===== src/rtl/ep_irq_pkg.sv =====
package ep_irq_pkg;
  localparam int EP_CNT = 5;
  localparam int RW = 8;

  // CPU register map
  localparam logic [2:0] A_SEL   = 3'd0;
  localparam logic [2:0] A_CTRL  = 3'd1;
  localparam logic [2:0] A_CFG0  = 3'd2;
  localparam logic [2:0] A_CFG1  = 3'd3;
  localparam logic [2:0] A_STAT  = 3'd4;
  localparam logic [2:0] A_IEN   = 3'd5;
  localparam logic [2:0] A_FLAGS = 3'd6;
  localparam logic [2:0] A_SUMM  = 3'd7;

  // flag bit positions
  localparam int F_TXRDY = 0;
  localparam int F_STALL = 1;
  localparam int F_OUT   = 2;
  localparam int F_SETUP = 3;
  localparam int F_RWAL  = 5;
  localparam int F_FCON  = 7;
  localparam logic [7:0] FLAG_STORE = 8'h8F;

  // status / control bit positions
  localparam int S_CFGOK = 7;
  localparam int S_OVF   = 6;
  localparam int S_UNF   = 5;
  localparam int C_EN    = 0;
  localparam int C_STCLR = 4;
  localparam int C_STREQ = 5;
  localparam int E_FLERR = 4;

  typedef enum logic [2:0] {
    EV_SETUP  = 3'd0,
    EV_OUT    = 3'd1,
    EV_INTAKE = 3'd2,
    EV_OVF    = 3'd3,
    EV_UNF    = 3'd4
  } ev_kind_e;
endpackage


===== src/rtl/ep_slot.sv =====
module ep_slot
  import ep_irq_pkg::*;
(
  input  logic          clk,
  input  logic          rst_n,
  input  logic          wr_en,
  input  logic [2:0]    wr_addr,
  input  logic [RW-1:0] wr_data,
  input  logic [RW-1:0] ev_flag_set,
  input  logic          ev_ovf,
  input  logic          ev_unf,
  output logic [RW-1:0] ctrl_o,
  output logic [RW-1:0] cfg0_o,
  output logic [RW-1:0] cfg1_o,
  output logic [RW-1:0] stat_o,
  output logic [RW-1:0] ien_o,
  output logic [RW-1:0] flags_o,
  output logic          summ_o,
  output logic          irq_o
);
  logic [RW-1:0] ctrl_q, cfg0_q, cfg1_q, stat_q, ien_q, flags_q;
  logic [RW-1:0] ctrl_d, cfg0_d, cfg1_d, stat_d, ien_d, flags_d;
  logic          summ_q, summ_d, summ_clr, ev_any, upd;

  assign ev_any = (|ev_flag_set) | ev_ovf | ev_unf;
  assign upd    = wr_en | ev_any;

  always_comb begin
    ctrl_d   = ctrl_q;
    cfg0_d   = cfg0_q;
    cfg1_d   = cfg1_q;
    stat_d   = stat_q;
    ien_d    = ien_q;
    flags_d  = flags_q;
    summ_clr = 1'b0;
    if (wr_en) begin
      case (wr_addr)
        A_CTRL: begin
          ctrl_d[C_EN] = wr_data[C_EN];
          if (wr_data[C_STCLR]) ctrl_d[C_STREQ] = 1'b0;
          if (wr_data[C_STREQ]) ctrl_d[C_STREQ] = 1'b1;
        end
        A_CFG0: begin
          cfg0_d          = wr_data;
          stat_d[S_CFGOK] = 1'b0;
        end
        A_CFG1: begin
          cfg1_d          = wr_data;
          stat_d[S_CFGOK] = wr_data[1];
          if (cfg0_q[7:6] == 2'b00) begin
            flags_d[F_TXRDY] = 1'b1;
          end else if (cfg0_q[0]) begin
            flags_d[F_TXRDY] = 1'b1;
            flags_d[F_FCON]  = 1'b1;
          end
          flags_d[F_OUT] = 1'b0;
        end
        A_STAT:  stat_d[S_OVF:S_UNF] = stat_q[S_OVF:S_UNF] & wr_data[S_OVF:S_UNF];
        A_IEN:   ien_d = wr_data;
        A_FLAGS: begin
          flags_d = flags_q & wr_data & FLAG_STORE;
          if (flags_q[F_SETUP] && !wr_data[F_SETUP]) flags_d[F_OUT] = 1'b0;
          summ_clr = ((flags_d & ~(RW'(1) << F_RWAL)) == '0);
        end
        default: ;
      endcase
    end
    flags_d       = flags_d | ev_flag_set;  // events win over clears
    stat_d[S_OVF] = stat_d[S_OVF] | ev_ovf;
    stat_d[S_UNF] = stat_d[S_UNF] | ev_unf;
    summ_d        = (summ_q & ~summ_clr) | ev_any;
  end

  always_ff @(posedge clk or negedge rst_n) begin
    if (!rst_n) begin
      ctrl_q  <= '0;
      cfg0_q  <= '0;
      cfg1_q  <= '0;
      stat_q  <= '0;
      ien_q   <= '0;
      flags_q <= '0;
      summ_q  <= 1'b0;
    end else if (upd) begin
      ctrl_q  <= ctrl_d;
      cfg0_q  <= cfg0_d;
      cfg1_q  <= cfg1_d;
      stat_q  <= stat_d;
      ien_q   <= ien_d;
      flags_q <= flags_d;
      summ_q  <= summ_d;
    end
  end

  // level request from enabled flags and flow errors
  assign irq_o = (|(ien_q[3:0] & flags_q[3:0])) |
                 (ien_q[E_FLERR] & (stat_q[S_OVF] | stat_q[S_UNF]));

  assign ctrl_o  = ctrl_q;
  assign cfg0_o  = cfg0_q;
  assign cfg1_o  = cfg1_q;
  assign stat_o  = stat_q;
  assign ien_o   = ien_q;
  assign flags_o = flags_q;
  assign summ_o  = summ_q;
endmodule


===== src/rtl/ep_rd_mux.sv =====
module ep_rd_mux
  import ep_irq_pkg::*;
#(
  parameter  int NUM_EP = EP_CNT,
  localparam int EPW    = $clog2(NUM_EP)
) (
  input  logic [2:0]           addr,
  input  logic [EPW-1:0]       sel,
  input  logic [NUM_EP*RW-1:0] ctrl_flat,
  input  logic [NUM_EP*RW-1:0] cfg0_flat,
  input  logic [NUM_EP*RW-1:0] cfg1_flat,
  input  logic [NUM_EP*RW-1:0] stat_flat,
  input  logic [NUM_EP*RW-1:0] ien_flat,
  input  logic [NUM_EP*RW-1:0] flags_flat,
  input  logic [NUM_EP-1:0]    summary,
  input  logic                 fifo_full,
  input  logic                 fifo_empty,
  output logic [RW-1:0]        rdata
);
  logic [RW-1:0] cfg0_s, flags_s;
  logic          rwal;

  assign cfg0_s  = cfg0_flat[sel*RW +: RW];
  assign flags_s = flags_flat[sel*RW +: RW];
  // read/write-allowed is derived live
  assign rwal    = cfg0_s[0] ? ~fifo_full : ~fifo_empty;

  always_comb begin
    case (addr)
      A_SEL:   rdata = RW'(sel);
      A_CTRL:  rdata = ctrl_flat[sel*RW +: RW];
      A_CFG0:  rdata = cfg0_s;
      A_CFG1:  rdata = cfg1_flat[sel*RW +: RW];
      A_STAT:  rdata = stat_flat[sel*RW +: RW];
      A_IEN:   rdata = ien_flat[sel*RW +: RW];
      A_FLAGS: rdata = flags_s | (RW'(rwal) << F_RWAL);
      default: rdata = RW'(summary);
    endcase
  end
endmodule


===== src/rtl/ep_irq_regs.sv =====
module ep_irq_regs
  import ep_irq_pkg::*;
#(
  parameter  int NUM_EP = EP_CNT,
  localparam int EPW    = $clog2(NUM_EP)
) (
  input  logic              clk,
  input  logic              rst_n,
  input  logic              cpu_we,
  input  logic [2:0]        cpu_addr,
  input  logic [7:0]        cpu_wdata,
  output logic [7:0]        cpu_rdata,
  input  logic              sel_fifo_full,
  input  logic              sel_fifo_empty,
  input  logic              ev_valid,
  input  logic [EPW-1:0]    ev_ep,
  input  logic [2:0]        ev_kind,
  input  logic              host_acc_valid,
  input  logic [EPW-1:0]    host_acc_ep,
  output logic              host_stall,
  output logic [NUM_EP-1:0] ep_summary,
  output logic              ep_irq
);
  logic [EPW-1:0]       sel_q, sel_d;
  logic                 sel_ld;
  logic [NUM_EP*RW-1:0] ctrl_flat, cfg0_flat, cfg1_flat, stat_flat, ien_flat, flags_flat;
  logic [NUM_EP-1:0]    irq_vec;

  // endpoint select, out-of-range values dropped
  assign sel_ld = cpu_we && (cpu_addr == A_SEL) && (32'(cpu_wdata) < NUM_EP);
  assign sel_d  = cpu_wdata[EPW-1:0];

  always_ff @(posedge clk or negedge rst_n) begin
    if (!rst_n)      sel_q <= '0;
    else if (sel_ld) sel_q <= sel_d;
  end

  // stall answer to host access
  assign host_stall = host_acc_valid && (32'(host_acc_ep) < NUM_EP) &&
                      ctrl_flat[32'(host_acc_ep)*RW + C_STREQ];

  for (genvar i = 0; i < NUM_EP; i++) begin : g_ep
    logic          hit;
    logic [RW-1:0] fset;

    assign hit = ev_valid && (ev_ep == EPW'(i));

    always_comb begin
      fset = '0;
      if (hit) begin
        case (ev_kind)
          EV_SETUP:  fset[F_SETUP] = 1'b1;
          EV_OUT:    fset[F_OUT]   = 1'b1;
          EV_INTAKE: fset[F_TXRDY] = 1'b1;
          default:   ;
        endcase
      end
      if (i == 0 && host_stall) fset[F_STALL] = 1'b1;
    end

    ep_slot u_slot (
      .clk         (clk),
      .rst_n       (rst_n),
      .wr_en       (cpu_we && (sel_q == EPW'(i))),
      .wr_addr     (cpu_addr),
      .wr_data     (cpu_wdata),
      .ev_flag_set (fset),
      .ev_ovf      (hit && (ev_kind == EV_OVF)),
      .ev_unf      (hit && (ev_kind == EV_UNF)),
      .ctrl_o      (ctrl_flat[i*RW +: RW]),
      .cfg0_o      (cfg0_flat[i*RW +: RW]),
      .cfg1_o      (cfg1_flat[i*RW +: RW]),
      .stat_o      (stat_flat[i*RW +: RW]),
      .ien_o       (ien_flat[i*RW +: RW]),
      .flags_o     (flags_flat[i*RW +: RW]),
      .summ_o      (ep_summary[i]),
      .irq_o       (irq_vec[i])
    );
  end

  assign ep_irq = |irq_vec;

  ep_rd_mux #(.NUM_EP(NUM_EP)) u_mux (
    .addr       (cpu_addr),
    .sel        (sel_q),
    .ctrl_flat  (ctrl_flat),
    .cfg0_flat  (cfg0_flat),
    .cfg1_flat  (cfg1_flat),
    .stat_flat  (stat_flat),
    .ien_flat   (ien_flat),
    .flags_flat (flags_flat),
    .summary    (ep_summary),
    .fifo_full  (sel_fifo_full),
    .fifo_empty (sel_fifo_empty),
    .rdata      (cpu_rdata)
  );
endmodule


===== config.mk =====
export PLATFORM = sky130hd
export DESIGN_NAME = ep_irq_regs
export DESIGN_NICKNAME = d
export VERILOG_FILES = /design/src/rtl/ep_irq_pkg.sv /design/src/rtl/ep_slot.sv /design/src/rtl/ep_rd_mux.sv /design/src/rtl/ep_irq_regs.sv
export SDC_FILE = /design/constraint.sdc
export NUM_CORES = 1
export LEC_CHECK = 0
export BUFFER_PORTS_ARGS = -buffer_cell sky130_fd_sc_hd__clkbuf_2
export CELL_PAD_IN_SITES_DETAIL_PLACEMENT = 0
export CELL_PAD_IN_SITES_GLOBAL_PLACEMENT = 1
export CORE_MARGIN = 3
export CORE_UTILIZATION = 25
export DETAILED_ROUTE_END_ITERATION = 8
export PLACE_DENSITY = 0.48
export SLEW_MARGIN = 40
export SYNTH_ARGS = -nofsm -noshare
export SYNTH_HDL_FRONTEND = slang
export SYNTH_HIERARCHICAL = 1
export SYNTH_SLANG_ARGS = --single-unit

===== constraint.sdc =====
create_clock -name clk -period 4 [get_ports clk]
set_input_delay 0.6 -clock clk [delete_from_list [all_inputs] [get_ports clk]]
set_output_delay 0.6 -clock clk [all_outputs]
set_load 0.01 [all_outputs]

# Word level (Yosys, flattened, before mapping)
# Cells that the tools add are included.
# classes
eq_ne	18
bitwise	78
reduce_logical	87
magnitude_cmp	3
add_sub_neg	1
mux	106
shifts	6
# op_table
operator	n
variable part select 40 x 7 -> 8 bit	6
AND reduction 3 bit	25
two-way mux 1 bit	63
one-hot mux 8 bit (7 select lines)	1
bitwise AND 8 bit	5
zero test 8 bit	5
two-way mux 8 bit	5
bitwise OR 1 bit	40
bitwise OR 8 x 4 -> 8 bit	5
one-hot mux 1 bit (2 select lines)	16
two-way mux 2 bit	15
logical AND 1 bit	29
equality test 3 x 2 -> 1 bit (second input constant)	8
OR reduction 4 bit	6
bitwise AND 4 bit	5
two-way mux 4 bit	5
AND reduction 4 bit	5
equality test 3 bit (second input constant)	6
equality test 3 x 1 -> 1 bit (second input constant)	4
zero test 3 bit	4
OR reduction 3 bit	4
bitwise AND 1 bit	10
bitwise AND 2 bit	5
zero test 2 bit	5
10 further kinds	17
# totals
out_inout_bits	15
inputBits	27
wordCells	345
reg_bits	193

# Depth between registers and ports, before layout
# logic_depth
depth_word	11
mapped_depth	8

# Modules after synthesis
# The synthesis kept the hierarchy.
# modules_own_cells
mod	area_per_inst_um2	seq_area_each_um2	cells_per_inst	instances
ep_slot	1790.5	950.9	148	5
ep_rd_mux	2403.6	0.0	325	1
ep_irq_regs	450.4	75.1	66	1

# Worst setup path after synthesis
# No wires, ideal clock.
# synth_timing
kind	input to output
startpoint	in cpu_addr[0]
endpoint	out cpu_rdata[2]
arrival_time_ns	2.197
cell_stages	7
slack_ns	1.203
n_path_buf	4
cell_sequence	buf_2 -> buf_4 -> buf_2 -> buf_2 -> o21ai_0 -> a221o_1 -> o31ai_1
# synth_between
elab_chain_cells	2
word_cells_on_any_way	8
classes_between	6 x eq/ne; 1 x mux; 1 x reduce/logical
# synth_lines
element	line_no	source
start, declared	ep_irq_regs.sv:10	input logic [2:0] cpu_addr,
equality test 3 bit, or another cell as far along	ep_rd_mux.sv:29	case (addr)
one-hot mux 8 bit (7 select lines) (*)	ep_rd_mux.sv:29	
end, declared	ep_irq_regs.sv:12	output logic [7:0] cpu_rdata,
# Every way passes the cells marked *; elsewhere a longest branch is shown, timed or not.

# Worst setup path after layout
# layout_timing
startpoint	reg sel_q[0]
endpoint	out cpu_rdata[5]
# layout_between
elab_chain_cells	4
word_cells_on_any_way	9
classes_between	6 x shift; 2 x mux; 1 x bitwise
# layout_lines
element	line_no	source
start, declared	ep_irq_regs.sv:24	logic [EPW-1:0] sel_q, sel_d;
start signal, assigned	ep_irq_regs.sv:35	else if (sel_ld) sel_q <= sel_d;
variable part select 40 x 7 -> 8 bit	ep_rd_mux.sv:23	assign cfg0_s = cfg0_flat[sel*RW +: RW];
two-way mux 1 bit	ep_rd_mux.sv:26	assign rwal = cfg0_s[0] ? ~fifo_full : ~fifo_empty;
bitwise OR 8 x 6 -> 8 bit	ep_rd_mux.sv:36	A_FLAGS: rdata = flags_s | (RW'(rwal) << F_RWAL);
one-hot mux 8 bit (7 select lines) (*)	ep_rd_mux.sv:29	
# Marks and branches as above.

==> out/metrics.cfg <==
[grt]
grt_max_degree = 91
grt_use_total = 0.1866
antenna_found_initial = 1
overflow = 0
grt_pass1_wl_um = 67410
first_global_vias = 9071

[routing]
drt_pre_antenna_iters = 5
drc_errors = 0
drt-vias-per-instance = 4.976
avgRoutedWirePerCell_um = 25.43
wl_um = 46180
vias = 9037
drtAntennaViolNets = 0
drt_iter0_markers = 812

[clock_network]
clk_pin_slew_ns = 0.09
cts_buffer_depth = 2
cts_inserted_buffers = 17
ctsResizeCount = 0
clkLatencyLatePin_ns = 0.49
cts_sinks = 193
htreeDepth = 4
cts-root-buf = clkbuf_16
tritoncts = yes

[finish]
layout-drive-gt1-share = 0.2188
synthToLayoutAreaGrowth_pct = 12.43
diodes = 0
final_util = 0.2888
fin_area_mm2 = 0.01327
layout.nets = 1230

[die]
core.rowCount = 78
die_area_mm2 = 0.04987
core_mm2 = 0.04597
boundaryPins = 42
die-height_um = 223.3
start_util = 0.2568
die_w_um = 223.3

[power]
power_density_mw_per_mm2 = 372.4
leakage_nw = 5.980
ir_drop_mv = 0.2582

[outcome]
outcome = complete, no violations

[synthesis]
ys_warn_count = 6
synthesis.area_mm2 = 0.01181
yosysUniqueCellTypes = 69
avgSynthCellArea_um2 = 10.44
ys_top_cells_by_count = dfrtp_1 (193), nand2_1 (164), o21ai_0 (78), buf_4 (66), nor2_1 (62)
synth_most_common_cell = dfrtp_1
synth_seq_cells = 193
synth_top_cell_by_area = dfrtp_1
synth_area_leaders = dfrtp_1 (41%), nand2_1 (5.2%), mux2_2 (5.2%), mux2_4 (5.1%), buf_4 (4.2%)
synth_cells = 1131
ys.flop_type = dfrtp_1
seq_area_frac_synth = 0.4091
synth_top_area_share = 0.4091
synth-async-reset-ratio = 1.000
synth_edf_count = 0

[timing]
slew_headroom = 0.4585
rsz0062_at_grt = no
worst_pin_slew_ns = 0.8122
setup_violations = 0
slew_viol_final = 0
fin_crit_sh = 0.9492
period_needed_ns = 3.797
tns_ns = 0
finalHoldViolations = 0
fmaxAchievable_mhz = 263.4
skew_ns = 0.01666
fin_ws_ns = 0.2033
whs_ns = 0.4737

[critical_path]
worstPathArrival_ns = 3.20
crit_path_max_incr_delay_ns = 0.66
rr_worst_depth = 7
r2r-start = sel_q[2]
worstSetupPathType = flip-flop to primary output
cp-end-kind = primary output
cp-start-kind = flip-flop
worstPathCellList = mux4_2 > a211oi_1 > nand3_1 > nor3b_1 > or4_1 > clkbuf_2
cp_slowest_cell = or4_1
crit_fanout = 9
cp.required_ns = 3.40
r2r_end = g_ep[4].u_slot/cfg0_o[0]
critPathLaunch = sel_q[0]
r2r_setup_slack_ns = 1.40
cp-endpoint = cpu_rdata[5]

[worst_hold_path]
hp-class = flip-flop to flip-flop

[place]
pre_cts_slack_ns = 0.5669
gp_congestion = 0.8444
portBuffers = 41
place_area_mm2 = 0.01261
place_hpwl_um = 33130

[run]
maxCapViolCount = 0

[metrics by stage]
step	cells	power, mW
after floorplan	1228	2.743
after global placement	1779	3.127
after detailed placement	1782	3.129
after CTS	1814	4.996
final	1816	4.944
after global routing	1816	5.160
[routing by layer]
layer	up-vias	routed length, um	global-route usage
met5	-	0	0
met4	0	997	0.05578
met3	41	2210	0.03303
met2	234	21590	0.2969
met1	4615	21380	0.2587
li1	4147	-	-
[registers in the layout, indices dropped and copies added, names as in the netlist]
signal               cells
g_ep.u_slot/ctrl_o      10
g_ep.u_slot/cfg1_o      40
g_ep.u_slot/summ_o       5
g_ep.u_slot/stat_o      15
sel_q                    3
g_ep.u_slot/cfg0_o      40
g_ep.u_slot/ien_o       40
g_ep.u_slot/flags_o     40
[critical path: cells and delay by family (launching register included)]
| family | cells | cell delay, ns |
|---|---|---|
| multiplexers | 1 | 0.59 |
| AND/OR/NAND/NOR | 3 | 0.95 |
| flip-flops | 1 | 0.55 |
| AO/OA/AOI/OAI | 1 | 0.42 |
| buffers and inverters | 1 | 0.19 |
[how the worst min path moves through the flow]
stage / start / end / slack [ns] / cells past startpoint
after floorplan: rst_n / g_ep[0].u_slot/cfg0_o[0] / 0.30 / 0
after global placement: g_ep[1].u_slot/flags_o[4] / g_ep[1].u_slot/flags_o[4] / 0.45 / 1
final: g_ep[3].u_slot/flags_o[4] / g_ep[3].u_slot/flags_o[4] / 0.47 / 1
after global routing: g_ep[2].u_slot/flags_o[5] / g_ep[2].u_slot/flags_o[5] / 0.50 / 1
after CTS: rst_n / g_ep[3].u_slot/flags_o[5] / 0.16 / 1
after detailed placement: g_ep[3].u_slot/flags_o[4] / g_ep[3].u_slot/flags_o[4] / 0.46 / 1
[cells by family (layout without fill, tap and decap cells)]
| family | Yosys count | after routing | synth area share |
|---|---|---|---|
| compound gates | 260 | 260 | 0.1531 |
| xor+xnor | 5 | 5 | 0.003709 |
| buf+inv | 138 | 126 | 0.07768 |
| flops | 193 | 193 | 0.4091 |
| mux | 145 | 145 | 0.1641 |
| other cells | 6 | 103 | 0.001907 |
| simple gates | 384 | 384 | 0.1904 |
[power breakdown]
part | internal [mW] | switching, mW
logic | 0.329 | 0.500
clock network | 0.866 | 0.979
registers | 2.09 | 0.181
[layout by cell type, fill, tap and decap left out, types with 33 or more instances in the layout]
| master | synthesis | final |
|---|---|---|
| o21ai_0 | 78 | 78 |
| conb_1 | 6 | 103 |
| dfrtp_1 | 193 | 192 |
| a21oi_1 | 35 | 35 |
| mux2_2 | 54 | 54 |
| mux2_4 | 40 | 40 |
| buf_4 | 66 | 35 |
| nor2_1 | 62 | 62 |
| nand2b_1 | 33 | 33 |
| clkbuf_2 | 0 | 36 |
| nand2_1 | 164 | 164 |
[final cells by class]
type	instances	area [um2]
clock buffers	17	425.4
clock inverters	15	196.4
fillers	4783	32690
inverters	14	52.55
multi-input cells	897	6430
flip-flops and latches	193	4831
well taps	600	750.7
repair buffers	80	588.1
[what timing repair did]
action                                  in CTS  in global routing
endpoints found under the setup margin       0                  0
hold endpoints to repair                     0                 20
hold buffers                                 0                  1
setup buffers                                0                  0
No activity file was read; power rests on OpenSTA's default activity.
